==> src/rtl/sar_pkg.sv <==
package sar_pkg;
  typedef enum logic [1:0] {
    PH_IDLE   = 2'd0,
    PH_SAMPLE = 2'd1,
    PH_DECIDE = 2'd2
  } sar_phase_e;
endpackage

==> src/rtl/sar_seq.sv <==
module sar_seq
  import sar_pkg::*;
#(
  parameter int WIDTH = 8
) (
  input  logic                     clk,
  input  logic                     rst,
  input  logic                     start,
  output sar_phase_e               phase,
  output logic [$clog2(WIDTH)-1:0] bit_idx,
  output logic                     accept,
  output logic                     last_step
);
  localparam int IW = $clog2(WIDTH);
  localparam logic [IW-1:0] TOP_IDX = IW'(WIDTH - 1);

  assign accept    = start && (phase == PH_IDLE);
  assign last_step = (phase == PH_DECIDE) && (bit_idx == '0);

  always_ff @(posedge clk) begin
    if (rst) begin
      phase   <= PH_IDLE;
      bit_idx <= '0;
    end else begin
      unique case (phase)
        PH_IDLE: if (accept) phase <= PH_SAMPLE;
        PH_SAMPLE: begin
          phase   <= PH_DECIDE;
          bit_idx <= TOP_IDX;
        end
        PH_DECIDE: begin
          if (last_step) phase <= PH_IDLE;
          else bit_idx <= bit_idx - 1'b1;
        end
        default: phase <= PH_IDLE;
      endcase
    end
  end

  a_r1_start_to_sample: assert property (@(posedge clk) disable iff (rst)
    accept |=> (phase == PH_SAMPLE));
  a_r2_first_bit_msb: assert property (@(posedge clk) disable iff (rst)
    (phase == PH_SAMPLE) |=> (phase == PH_DECIDE && bit_idx == TOP_IDX));
  a_r4_index_descends: assert property (@(posedge clk) disable iff (rst)
    (phase == PH_DECIDE && !last_step) |=>
      (phase == PH_DECIDE && bit_idx == $past(bit_idx) - 1'b1));
  a_r4_end_to_idle: assert property (@(posedge clk) disable iff (rst)
    last_step |=> (phase == PH_IDLE));
  a_r6_start_ignored_in_sample: assert property (@(posedge clk) disable iff (rst)
    (start && phase == PH_SAMPLE) |=> (phase == PH_DECIDE));
endmodule

==> src/rtl/sar_word.sv <==
module sar_word
  import sar_pkg::*;
#(
  parameter int WIDTH = 8
) (
  input  logic                     clk,
  input  logic                     rst,
  input  sar_phase_e               phase,
  input  logic [$clog2(WIDTH)-1:0] bit_idx,
  input  logic                     cmp_gt,
  output logic [WIDTH-1:0]         dac_code,
  output logic [WIDTH-1:0]         final_word
);
  localparam int IW = $clog2(WIDTH);

  function automatic logic [WIDTH-1:0] bit_mask(input logic [IW-1:0] idx);
    logic [WIDTH-1:0] m;
    m = '0;
    m[idx] = 1'b1;
    return m;
  endfunction

  function automatic logic [WIDTH-1:0] at_or_below(input logic [IW-1:0] idx);
    logic [WIDTH:0] t;
    t = {1'b0, bit_mask(idx)} << 1;
    return WIDTH'(t - 1'b1);
  endfunction

  function automatic logic [WIDTH-1:0] commit(input logic [WIDTH-1:0] w,
                                              input logic [IW-1:0]    idx,
                                              input logic             keep);
    return keep ? (w | bit_mask(idx)) : w;
  endfunction

  logic [WIDTH-1:0] decided;

  always_ff @(posedge clk) begin
    if (rst) decided <= '0;
    else if (phase == PH_SAMPLE) decided <= '0;
    else if (phase == PH_DECIDE) decided <= commit(decided, bit_idx, cmp_gt);
  end

  assign dac_code   = (phase == PH_DECIDE) ? (decided | bit_mask(bit_idx)) : '0;
  assign final_word = commit(decided, bit_idx, cmp_gt);

  a_r2_low_bits_clear: assert property (@(posedge clk) disable iff (rst)
    (phase == PH_DECIDE) |-> ((decided & at_or_below(bit_idx)) == '0));
  a_r3_bit_follows_cmp: assert property (@(posedge clk) disable iff (rst)
    (phase == PH_DECIDE) |=> (decided[$past(bit_idx)] == $past(cmp_gt)));
  a_r4_dac_quiet: assert property (@(posedge clk) disable iff (rst)
    (phase != PH_DECIDE) |-> (dac_code == '0));
endmodule

==> src/rtl/sar_out.sv <==
module sar_out #(
  parameter int WIDTH = 8
) (
  input  logic             clk,
  input  logic             rst,
  input  logic             last_step,
  input  logic [WIDTH-1:0] final_word,
  output logic [WIDTH-1:0] result,
  output logic             done
);
  always_ff @(posedge clk) begin
    if (rst) begin
      result <= '0;
      done   <= 1'b0;
    end else begin
      done <= last_step;
      if (last_step) result <= final_word;
    end
  end

  a_r7_done_single: assert property (@(posedge clk) disable iff (rst)
    done |=> !done);
  a_r8_result_held: assert property (@(posedge clk) disable iff (rst)
    !done |-> $stable(result));
endmodule

==> src/rtl/sar_adc_ctrl.sv <==
module sar_adc_ctrl
  import sar_pkg::*;
#(
  parameter int WIDTH = 8
) (
  input  logic             clk,
  input  logic             rst,
  input  logic             start,
  input  logic             cmp_gt,
  output logic             sample_en,
  output logic             busy,
  output logic [WIDTH-1:0] dac_code,
  output logic             done,
  output logic [WIDTH-1:0] result
);
  localparam int IW = $clog2(WIDTH);

  sar_phase_e       phase;
  logic [IW-1:0]    bit_idx;
  logic             accept;
  logic             last_step;
  logic [WIDTH-1:0] final_word;

  sar_seq #(.WIDTH(WIDTH)) u_seq (
    .clk(clk), .rst(rst), .start(start), .phase(phase),
    .bit_idx(bit_idx), .accept(accept), .last_step(last_step)
  );

  sar_word #(.WIDTH(WIDTH)) u_word (
    .clk(clk), .rst(rst), .phase(phase), .bit_idx(bit_idx),
    .cmp_gt(cmp_gt), .dac_code(dac_code), .final_word(final_word)
  );

  sar_out #(.WIDTH(WIDTH)) u_out (
    .clk(clk), .rst(rst), .last_step(last_step),
    .final_word(final_word), .result(result), .done(done)
  );

  assign busy      = (phase != PH_IDLE);
  assign sample_en = (phase == PH_SAMPLE);

  a_r1_sample_quiet_dac: assert property (@(posedge clk) disable iff (rst)
    sample_en |-> (busy && dac_code == '0));
  a_r7_done_when_idle: assert property (@(posedge clk) disable iff (rst)
    done |-> !busy);
  a_r9_reset_clears: assert property (@(posedge clk)
    rst |=> (!busy && !done && result == '0));
endmodule

==> config.mk <==
export PLATFORM = sky130hd
export DESIGN_NAME = sar_adc_ctrl
export DESIGN_NICKNAME = d
export VERILOG_FILES = /design/src/rtl/sar_pkg.sv /design/src/rtl/sar_seq.sv /design/src/rtl/sar_word.sv /design/src/rtl/sar_out.sv /design/src/rtl/sar_adc_ctrl.sv
export SDC_FILE = /design/constraint.sdc
export NUM_CORES = 1
export LEC_CHECK = 0
export ABC_CLOCK_PERIOD_IN_PS = 3050
export BUFFER_PORTS_ARGS = -buffer_cell sky130_fd_sc_hd__buf_2
export CAP_MARGIN = 20
export CORE_UTILIZATION = 30
export CTS_CLUSTER_SIZE = 28
export DETAILED_ROUTE_END_ITERATION = 8
export SLEW_MARGIN = 20
export SYNTH_ARGS = -nofsm -noshare
export SYNTH_HDL_FRONTEND = slang
export SYNTH_SLANG_ARGS = --single-unit
==> constraint.sdc <==
create_clock -name clk -period 3.05 [get_ports clk]
set_clock_uncertainty 0.1 [all_clocks]
set_input_delay 0.1525 -clock clk [delete_from_list [all_inputs] [get_ports clk]]
set_output_delay 0.1525 -clock clk [all_outputs]
set_load 0.02 [all_outputs]
# After elaboration in Yosys (flattened, before gate mapping)
# Cells that the tools add are included.
dict set report word_totals {
  word_cells 33
  register_bits 22
  output_inout_bits 19
}
dict set report op_classes {
  n_addsub 1
  bitwise 1
  muxes 9
  order_cmp 2
  reduce_logical 10
  n_eq_ne 5
}
# operator count
set ops {}
lappend ops {{$mux 8} 2}
lappend ops {{$or 8x8->8} 1}
lappend ops {{$pmux 2 s3} 1}
lappend ops {{$pmux 3 s2} 1}
lappend ops {{$lt 3x4->1 const B} 1}
lappend ops {{$mux 2} 2}
lappend ops {{$ne 2x2->1 const B} 2}
lappend ops {{$reduce_and 2->1} 2}
lappend ops {{$reduce_bool 2->1} 2}
lappend ops {{$demux 1 s3} 1}
lappend ops {{$ge 3x1->1 const B} 1}
lappend ops {{$logic_and 1x1->1} 3}
lappend ops {{$logic_not 3->1} 1}
lappend ops {{$mux 3} 1}
lappend ops {{$sub 3x1->3 const B} 1}
lappend ops {{$eq 2x1->1 const B} 1}
lappend ops {{$eq 2x2->1 const B} 1}
lappend ops {{$logic_not 2->1} 1}
lappend ops {{$ne 2x1->1 const B} 1}
lappend ops {{$reduce_or 2->1} 1}
lappend ops {{$mux 1} 1}

# Depth between registers and ports, before layout
# Gate-level depths: netlist (run 1).
dict set report logic_depth {
  ltp_word 6
  mapped_depth 7
}

# Modules after synthesis
# Synthesis (run 1) repeated with hierarchy kept, for this count alone.
dict set report hier_totals {
  cells_unflattened 129
  area_unflattened_um2 1127.3
}
# module area_each_um2 instances seq_area_each_um2 cells_per_inst
set modules_own_cells {}
lappend modules_own_cells {sar_word 483.0 1 160.2 65}
lappend modules_own_cells {sar_seq 316.6 1 100.1 34}
lappend modules_own_cells {sar_out 312.8 1 180.2 28}
lappend modules_own_cells {sar_adc_ctrl 15.0 1 0.0 2}

# Worst setup path after synthesis (run 1)
# Ideal clock, no wire load.
dict set report synth_path {
  path_type {reg-to-reg}
  start {register u_seq.bit_idx[0]}
  end {register u_seq.bit_idx[2]}
  setup_ns 0.071
  arrival_ns 1.475
  slack_ns 1.405
  period_less_slack_ns 1.645
  required_time_ns 2.879
  stages_incl_launch_ff 6
  path_cell_list {dfxtp_1 clkbuf_1 inv_1 ha_1 or4b_1 a21oi_1}
}
dict set report synth_via {
  elab_chain_len 4
}
# item line_no
set synth_rtl {}
lappend synth_rtl {{start: declaration} sar_seq.sv:10} ;# output logic [$clog2(WIDTH)-1:0] bit_idx,
lappend synth_rtl {{start signal: assignment} sar_seq.sv:33} ;# else bit_idx <= bit_idx - 1'b1;
lappend synth_rtl {{branches (longest 4 deep; another with $sub 3x1->3)} --}
# Several ways; the timed one is not identified. The select of a mux whose other input is x is not followed.
# A chain may end at the register's enable or synchronous reset.

# Worst setup path after layout (run 1)
dict set report layout_path {
  start {register u_seq.bit_idx[1]}
  end {register u_out.result[1]}
}
dict set report layout_via {
  elab_chain_len 6
}
# item line_no
set layout_rtl {}
lappend layout_rtl {{$lt 3x4->1 (implied by the code) or $ge 3x1->1 (tied branches)} sar_word.sv:19} ;# m[idx] = 1'b1;
lappend layout_rtl {{$logic_and 1x1->1 (implied by the code)} sar_word.sv:19}
lappend layout_rtl {{$mux 1 (implied by the code)} sar_word.sv:19}
lappend layout_rtl {{$demux 1 s3} --}
lappend layout_rtl {{$or 8x8->8} sar_word.sv:32} ;# return keep ? (w | bit_mask(idx)) : w;
lappend layout_rtl {{$mux 8} sar_word.sv:32}
lappend layout_rtl {{end signal: assignment} sar_out.sv:17} ;# if (last_step) result <= final_word;
lappend layout_rtl {{end: declaration} sar_out.sv:8} ;# output logic [WIDTH-1:0] result,
# Parallel ways exist; a longest one is shown, timed or not.

==> results of run 1 <==
==> cells in the final DEF, fill, tap and decap left out, types with 2 or more instances in the layout <==
| master | instances |
|---|---|
| a221oi_1 | 2 |
| a31oi_1 | 3 |
| nor2b_1 | 4 |
| buf_2 | 22 |
| nand2b_1 | 7 |
| a311oi_1 | 4 |
| ha_1 | 2 |
| nand2_1 | 10 |
| and4bb_2 | 2 |
| clkbuf_4 | 3 |
| nor3_1 | 4 |
| inv_1 | 4 |
| a21oi_1 | 19 |
| nor2_1 | 25 |
| dfxtp_1 | 22 |
==> what timing repair did <==
item | CTS | global route
hold buffers | 1 | 0
endpoints found under the setup margin | 0 | 0
endpoints found under the hold margin | 1 | 0
==> registers in the layout, summed over array words and instances (netlist names) <==
| register | count |
|---|---|
| u_out.result | 8 |
| u_word.decided | 8 |
| u_seq.bit_idx | 3 |
| u_seq.phase | 2 |
| u_out.done | 1 |
==> logic make-up (layout without fill, tap and decap cells) <==
kind of cell             after synthesis  after routing  synth area share, %
buffers and inverters                 14             31                 6.23
adder cells (fa/ha/maj)                2              2                 2.44
flip-flops                            22             22                 43.0
AND/OR/NAND/NOR                       59             59                 30.2
AO/OA/AOI/OAI                         31             31                 18.1
==> routing by layer <==
metal / part of all wire [%] / vias up / global-route usage [%]
met5: 0 / - / 0
met4: 1.2 / 0 / 4.87
met3: 4.1 / 2 / 1.49
met2: 45 / 23 / 20.9
met1: 49 / 408 / 18.6
li1: - / 476 / -
==> worst paths after layout <==
kind | from | depth (start not counted) | to
worst min register to register | u_out.result[4] | 2 | u_out.result[4]
worst max-delay path | u_seq.bit_idx[1] | 5 | u_out.result[1]
worst min-delay path | rst | 2 | u_out.done
worst max register to register | u_seq.bit_idx[1] | 5 | u_out.result[1]
==> layout make-up <==
type | instances | area, um2
Fill cell | 342 | 1950
Multi-Input combinational cell | 92 | 519
Sequential cell | 22 | 440
Timing Repair Buffer | 23 | 120
Tap cell | 44 | 55.1
Clock inverter | 1 | 30.0
Clock buffer | 3 | 22.5
Inverter | 4 | 15.0
==> worst register-to-register path, delay by kind of cell, from the launching register on <==
family	cells	cell delay (ps)
adders and majority gates	1	260
DFF	1	450
and+or+nand+nor	2	430
AOI/OAI and AO/OA	1	440
buffers and inverters	1	220
==> power breakdown <==
group	leakage [nW]	internal [W]	switching, W
registers	0.178	0.000297	0.0000201
clock network	0.0279	0.000133	0.0000862
logic	0.275	0.0000367	0.0000537
==> stage by stage <==
stage	cells	setup slack (ps)
3_5_place_dp	184	1140
6_report	189	1040
5_1_grt	189	836
4_1_cts	189	1060
3_3_place_gp	184	1270
2_1_floorplan	128	1400
==> impl_metrics.env, run 1 <==
export IMPL_status="finished clean"
export IMPL_antenna_found_initial=0
export IMPL_via_per_inst=4.81
export IMPL_clkTransAtPathRegs_ps=120
export IMPL_worst_hold_path_type="in2reg"
export IMPL_dpl_cell_area_mm2=0.00114
export IMPL_critPathSlowestCell="dfxtp_1"
export IMPL_layout_drive_gt1_share_pct=20.7
export IMPL_crit_buf_inv=1
export IMPL_synthCells=128
export IMPL_synthTopCellsByCount="nor2_1, dfxtp_1, a21oi_1, nand2_1, nand2b_1"
export IMPL_yosys_register_bits=22
export IMPL_initial_core_util_pct=32.5
export IMPL_cts_tree="done"
export IMPL_core_mm2=0.00315
export IMPL_clock_sink_count=22
export IMPL_grtUsageTotal_pct=13.2
export IMPL_area_growth_pct=17.5
export IMPL_yosysSeqAreaShare_pct=43.0
export IMPL_rows=20
export IMPL_worstPathRequired_ps=3140
export IMPL_postRouteAntennaNets=0
export IMPL_cts_buffer_depth=2
export IMPL_synth_edf_count=0
export IMPL_final_util_pct=38.1
export IMPL_die_width_um=60.4
export IMPL_power_density_mw_per_mm2=521
export IMPL_drv_slew=0
export IMPL_drv_cap=0
export IMPL_peakVddDrop_v=0.000214
export IMPL_yosys_top_cells_area="dfxtp_1, a21oi_1, nor2_1"
export IMPL_drcViolationCount=0
export IMPL_fin_crit_ps=2010
export IMPL_cts_setup_buffers=0
export IMPL_final_nets=152
export IMPL_drt_iter0_markers=42
export IMPL_ys_flop_type="dfxtp_1"
export IMPL_cts_resized=0
export IMPL_clock_latency_ps=300
export IMPL_dr_pass1_iters=4
export IMPL_grt_pass1_wl_um=3660
export IMPL_grt_pass1_vias=774
export IMPL_syn_nets=134
export IMPL_htree_levels=1
export IMPL_synth_distinct_cells=27
export IMPL_dp_hpwl_um=1600
export IMPL_die_h_um=60.4
export IMPL_synth_most_common_cell="nor2_1"
export IMPL_io_buffers=22
export IMPL_arrival_ps=2100
export IMPL_root_buffer="clkbuf_4"
export IMPL_ys_warn_count=0
export IMPL_wl_um=2190
export IMPL_hold_viol_final=0
export IMPL_wl_per_cell_um=11.6
export IMPL_relSlewSlack_pct=70.3
export IMPL_power_leakage_nw=0.482
export IMPL_diodes=0
export IMPL_whs_ps=87.6
export IMPL_finalPower_w=0.000626
export IMPL_setup_viol=0
export IMPL_crit_chain="inv_1 > ha_1 > nand4bb_1 > a311oi_1 > nor3_1"
export IMPL_crit_type="reg2reg"
export IMPL_grt_max_degree=16
export IMPL_worst_slew_pin_slew_ps=445
export IMPL_ys_async_sr_fraction_pct=0
export IMPL_synth_top_cell_area_share_pct=43.0
export IMPL_syn_avg_cell_area_um2=8.00
export IMPL_synth_top_cell_by_area="dfxtp_1"
export IMPL_max_freq_mhz=498
export IMPL_setup_tns_ps=0
export IMPL_rsz0062_at_grt="no"
export IMPL_fin_area_mm2=0.00120
export IMPL_io_pin_count=23
export IMPL_place_congestion=0.799
export IMPL_finalCritPeriodShare_pct=65.8
export IMPL_numCtsBuffers=3
export IMPL_die_area_mm2=0.00365
export IMPL_critPathLaunchType="register"
export IMPL_gr_total_overflow=0
export IMPL_netlist_area_mm2=0.00102
export IMPL_end_kind="register"
export IMPL_reg2reg_slack_ps=1040
export IMPL_critPathMaxStageDelay_ps=450
export IMPL_vias=909
export IMPL_cp_top_family="flip-flops"
export IMPL_crit_fanout=13
Note: power is estimated with default switching activity, not from simulation.
==> run 2, diff against run 1 <==
ABC_CLOCK_PERIOD_IN_PS = 2000   (was 3050)
clock period = 2 ns   (was 3.05 ns; I/O delays follow)
==> run 2 against run 1 <==
Critical path depth unchanged. Highest routed layer unchanged. Largest cell class unchanged. Sequential cell count unchanged. Sequential share of layout area decreased by 0.38 points.
==> impl_metrics.env, run 2 (same netlist as run 1, synthesis figures left out) <==
export IMPL_htree_levels=1
export IMPL_end_kind="register"
export IMPL_top_regs="u_out.result (8), u_word.decided (8), u_seq.bit_idx (3)"
export IMPL_final_cell_mix="nor2_1, buf_2, dfxtp_1, a21oi_1, nand2_1"
export IMPL_worst_slew_pin_slew_ps=466
export IMPL_crit_type="reg2reg"
export IMPL_critPathLaunchType="register"
export IMPL_crit_buf_inv=1
export IMPL_setup_viol=0
export IMPL_dp_hpwl_um=1580
export IMPL_crit_fanout=12
export IMPL_antenna_found_initial=0
export IMPL_layout_commonest_cell="nor2_1"
export IMPL_dpl_cell_area_mm2=0.00115
export IMPL_finalCritPeriodShare_pct=87.2
export IMPL_die_h_um=60.4
export IMPL_vias=914
export IMPL_clkTransAtPathRegs_ps=120
export IMPL_arrival_ps=1860
export IMPL_status="finished clean"
export IMPL_grt_max_degree=16
export IMPL_layout_drive_gt1_share_pct=21.9
export IMPL_crit_chain="inv_1 > ha_1 > nand4bb_2 > a311oi_1 > nor3_1"
export IMPL_io_buffers=22
export IMPL_placed_cells=185
export IMPL_grt_pass1_wl_um=3660
export IMPL_io_pin_count=23
export IMPL_place_congestion=0.797
export IMPL_die_area_mm2=0.00365
export IMPL_rsz0062_at_grt="no"
export IMPL_grt_pass1_vias=820
export IMPL_postRouteAntennaNets=0
export IMPL_peakVddDrop_v=0.000389
export IMPL_rows=20
export IMPL_dr_pass1_iters=5
export IMPL_initial_core_util_pct=32.5
export IMPL_gr_total_overflow=0
export IMPL_fin_area_mm2=0.00121
export IMPL_wl_per_cell_um=11.4
export IMPL_wl_um=2160
export IMPL_critPathSlowestCell="dfxtp_1"
export IMPL_numCtsBuffers=3
export IMPL_cts_tree="done"
export IMPL_power_leakage_nw=0.487
export IMPL_fin_crit_ps=1740
export IMPL_cts_buffer_depth=2
export IMPL_area_growth_pct=18.7
export IMPL_setup_tns_ps=0
export IMPL_drcViolationCount=0
export IMPL_fin_cells=190
export IMPL_worstPathRequired_ps=2110
export IMPL_root_buffer="clkbuf_4"
export IMPL_drv_slew=0
export IMPL_clock_latency_ps=310
export IMPL_worst_hold_path_type="in2reg"
export IMPL_core_mm2=0.00315
export IMPL_power_density_mw_per_mm2=796
export IMPL_hold_viol_final=0
export IMPL_drt_iter0_markers=50
export IMPL_drv_cap=0
export IMPL_critPathMaxStageDelay_ps=430
export IMPL_final_nets=153
export IMPL_grtUsageTotal_pct=13.5
export IMPL_via_per_inst=4.81
export IMPL_max_freq_mhz=573
export IMPL_die_width_um=60.4
export IMPL_diodes=0
export IMPL_relSlewSlack_pct=68.9
export IMPL_cp_top_family="flip-flops"
export IMPL_clock_sink_count=22
## run 2: where the power goes
| group | switching (W) | total (W) | internal, W |
|---|---|---|---|
| sequential | 0.0000247 | 0.000477 | 0.000453 |
| combinational | 0.0000882 | 0.000148 | 0.0000596 |
| clock | 0.000139 | 0.000342 | 0.000203 |
| total | 0.000252 | 0.000967 | 0.000715 |
## run 2: cell type report
cell class | instances | area (um2)
fillers | 337 | 1940
multi-input cells | 92 | 524
flip-flops and latches | 22 | 440
repair buffers | 24 | 128
well taps | 44 | 55.1
clock inverters | 1 | 30.0
clock buffers | 3 | 22.5
inverters | 4 | 15.0
## run 2: path summary, 6_finish.rpt
kind / start / to / slack (ps) / depth (start not counted)
setup reg to reg: u_seq.bit_idx[0] / u_out.result[1] / 260 / 5
hold reg to reg: u_out.result[5] / u_out.result[5] / 370 / 2
setup / recovery: u_seq.bit_idx[0] / u_out.result[1] / 260 / 5
hold / removal: rst / u_out.done / 20 / 2
## run 2: timing repair
action                                 in CTS  in global routing
resized for setup                           0                  1
endpoints found under the hold margin       1                  0
hold buffers                                1                  0
buffers inserted                            0                  0
setup endpoints to repair                   0                  3
## run 2: metrics by stage
| stage | hold WS [ps] | utilization, % | power, W | worst slack [ps] |
|---|---|---|---|---|
| 2_1_floorplan | 76.1 | - | 0.000597 | 355 |
| 3_3_place_gp | 263 | 36.4 | 0.000628 | 346 |
| 3_5_place_dp | 269 | 36.4 | 0.000629 | 186 |
| 4_1_cts | 14.0 | 38.4 | 0.000972 | 159 |
| 5_1_grt | 45.6 | 38.5 | 0.00102 | 81.1 |
| 6_report | 22.9 | 38.5 | 0.000967 | 256 |
## run 2: routing by layer
| layer | GRT usage [%] | vias up | wire (um) |
|---|---|---|---|
| met5 | 0 | - | 0 |
| met4 | 6.49 | 0 | 36 |
| met3 | 2.56 | 5 | 91 |
| met2 | 20.4 | 29 | 988 |
| met1 | 18.5 | 403 | 1040 |
| li1 | - | 477 | - |
==> run 3, diff against run 2 <==
ABC_CLOCK_PERIOD_IN_PS = 1900   (was 2000)
clock period = 1.9 ns   (was 2 ns; I/O delays follow)
==> run 3 against run 2 <==
Register-to-register slack is essentially flat. Clock-buffer cell count unchanged. Cell count increased by 1.1%. Core utilization grew 0.32 points. Critical path depth unchanged. Clock power grew 6.1%. Critical path type is now reg2out.
==> impl_metrics.env, run 3 (same netlist as run 1, synthesis figures left out) <==
export IMPL_drv_cap=0
export IMPL_seq_power_share_pct=48.4
export IMPL_postRouteAntennaNets=0
export IMPL_max_freq_mhz=594
export IMPL_gr_total_overflow=0
export IMPL_core_mm2=0.00315
export IMPL_peakVddDrop_v=0.000280
export IMPL_cts_tree="done"
export IMPL_worst_hold_path_type="in2reg"
export IMPL_grt_pass1_vias=878
export IMPL_antenna_found_initial=0
export IMPL_pwr_share_comb_pct=16.2
export IMPL_placed_cells=187
export IMPL_cp_top_family="simple AND/OR/NAND/NOR gates"
export IMPL_layout_drive_gt1_share_pct=22.3
export IMPL_die_width_um=60.4
export IMPL_crit_fanout=11
export IMPL_final_util_pct=38.8
export IMPL_grtUsageMet3_pct=1.71
export IMPL_root_buffer="clkbuf_4"
export IMPL_htree_levels=1
export IMPL_p_sw_share_pct=26.4
export IMPL_clkTransAtPathRegs_ps=130
export IMPL_critPathLaunchType="register"
export IMPL_area_growth_pct=19.7
export IMPL_crit_chain="buf_4 > nor2b_1 > a21oi_1 > nor2_1 > buf_2"
export IMPL_cts_buffer_depth=2
export IMPL_rows=20
export IMPL_switchingPower_w=0.000271
export IMPL_vias=951
export IMPL_gr_max_usage_layer="met2"
export IMPL_end_kind="primary output"
export IMPL_finalCritPeriodShare_pct=88.6
export IMPL_p_int_w=0.000755
export IMPL_reg2reg_slack_ps=270
export IMPL_layout_commonest_cell="nor2_1"
export IMPL_globalRouteMet2Util_pct=22.1
export IMPL_worstPathRequired_ps=1700
export IMPL_status="finished clean"
export IMPL_io_buffers=22
export IMPL_crit_type="reg2out"
export IMPL_critPathSlowestCell="dfxtp_1"
export IMPL_power_leakage_nw=0.496
export IMPL_worst_slew_pin_slew_ps=448
export IMPL_clock_sink_count=22
export IMPL_cts_resized=0
export IMPL_dr_pass1_iters=4
export IMPL_p_clk_share_pct=35.3
export IMPL_grt_pass1_wl_um=4000
export IMPL_numCtsBuffers=3
export IMPL_met1_usage_pct=20.2
export IMPL_fin_cells=192
export IMPL_initial_core_util_pct=32.5
export IMPL_grt_max_degree=16
export IMPL_dp_hpwl_um=1670
export IMPL_diodes=0
export IMPL_final_cell_mix="nor2_1, buf_2, dfxtp_1, a21oi_1, nand2_1"
export IMPL_fin_crit_ps=1680
export IMPL_clock_latency_ps=310
export IMPL_hold_viol_final=0
export IMPL_die_h_um=60.4
export IMPL_drcViolationCount=0
export IMPL_via_per_inst=4.95
export IMPL_die_area_mm2=0.00365
export IMPL_top_regs="u_out.result (8), u_word.decided (8), u_seq.bit_idx (3)"
export IMPL_relSlewSlack_pct=70.1
export IMPL_wl_per_cell_um=12.1
export IMPL_crit_buf_inv=2
export IMPL_setup_viol=0
export IMPL_arrival_ps=1490
export IMPL_whs_ps=19.0
export IMPL_drt_iter0_markers=60
export IMPL_rsz0062_at_grt="no"
export IMPL_place_congestion=0.823
export IMPL_power_density_mw_per_mm2=838
export IMPL_setup_tns_ps=0
export IMPL_critPathMaxStageDelay_ps=350
export IMPL_drv_slew=0
export IMPL_grtUsageTotal_pct=14.4
export IMPL_io_pin_count=23
export IMPL_final_nets=155
export IMPL_wl_um=2320
## run 3: cell types whose count changed in the layout (fill, tap and decap cells not counted), sizes merged
cell  delta
buf      +2
## run 3: layout make-up
type	instances	area (um2)
Clock buffer	3	22.5
Clock inverter	1	30.0
Fill cell	342	1930
Inverter	4	15.0
Multi-Input combinational cell	92	519
Sequential cell	22	440
Tap cell	44	55.1
Timing Repair Buffer	26	143
## run 3: worst register-to-register path, stage by stage, from the launching register on
cell	delay (ps)
dfxtp_1	330
inv_1	160
ha_1	270
nand4bb_1	240
a311oi_1	350
nor3_1	80
## run 3: worst paths after layout
kind                    start               to  cells after the start
min reg2reg   u_out.result[7]  u_out.result[7]                      2
min                       rst       u_out.done                      2
max reg2reg  u_seq.bit_idx[1]  u_out.result[1]                      5
max          u_seq.bit_idx[0]      dac_code[3]                      5
## run 3: through the flow
stage                     worst slack (ps)  cell area, um2  power (W)
after floorplan                        255            1020   0.000628
after global placement                 392            1160   0.000667
after detailed placement               326            1160   0.000669
after CTS                              209            1220    0.00103
after global routing                  99.3            1220    0.00108
final                                  217            1220    0.00103
## run 3: metal layers
metal / vias to the layer above / part of all wire, % / wire, um
met1: 442 / 50 / 1160
met5: - / 0 / 0
li1: 482 / - / -
met3: 4 / 4.2 / 97
met4: 0 / 1.9 / 44
met2: 23 / 44 / 1030
## run 3: what timing repair did
action,in CTS,in global routing
setup buffers,0,0
hold endpoints to repair,1,0
hold buffers,1,0
## run 3: power by group through the flow
stage          logic, W  clock network (W)  registers (W)
2_1_floorplan  0.000125                  0       0.000503
3_3_place_gp   0.000161                  0       0.000506
3_5_place_dp   0.000162                  0       0.000507
4_1_cts        0.000165           0.000372       0.000497
5_1_grt        0.000184           0.000393       0.000502
6_report       0.000167           0.000363       0.000497
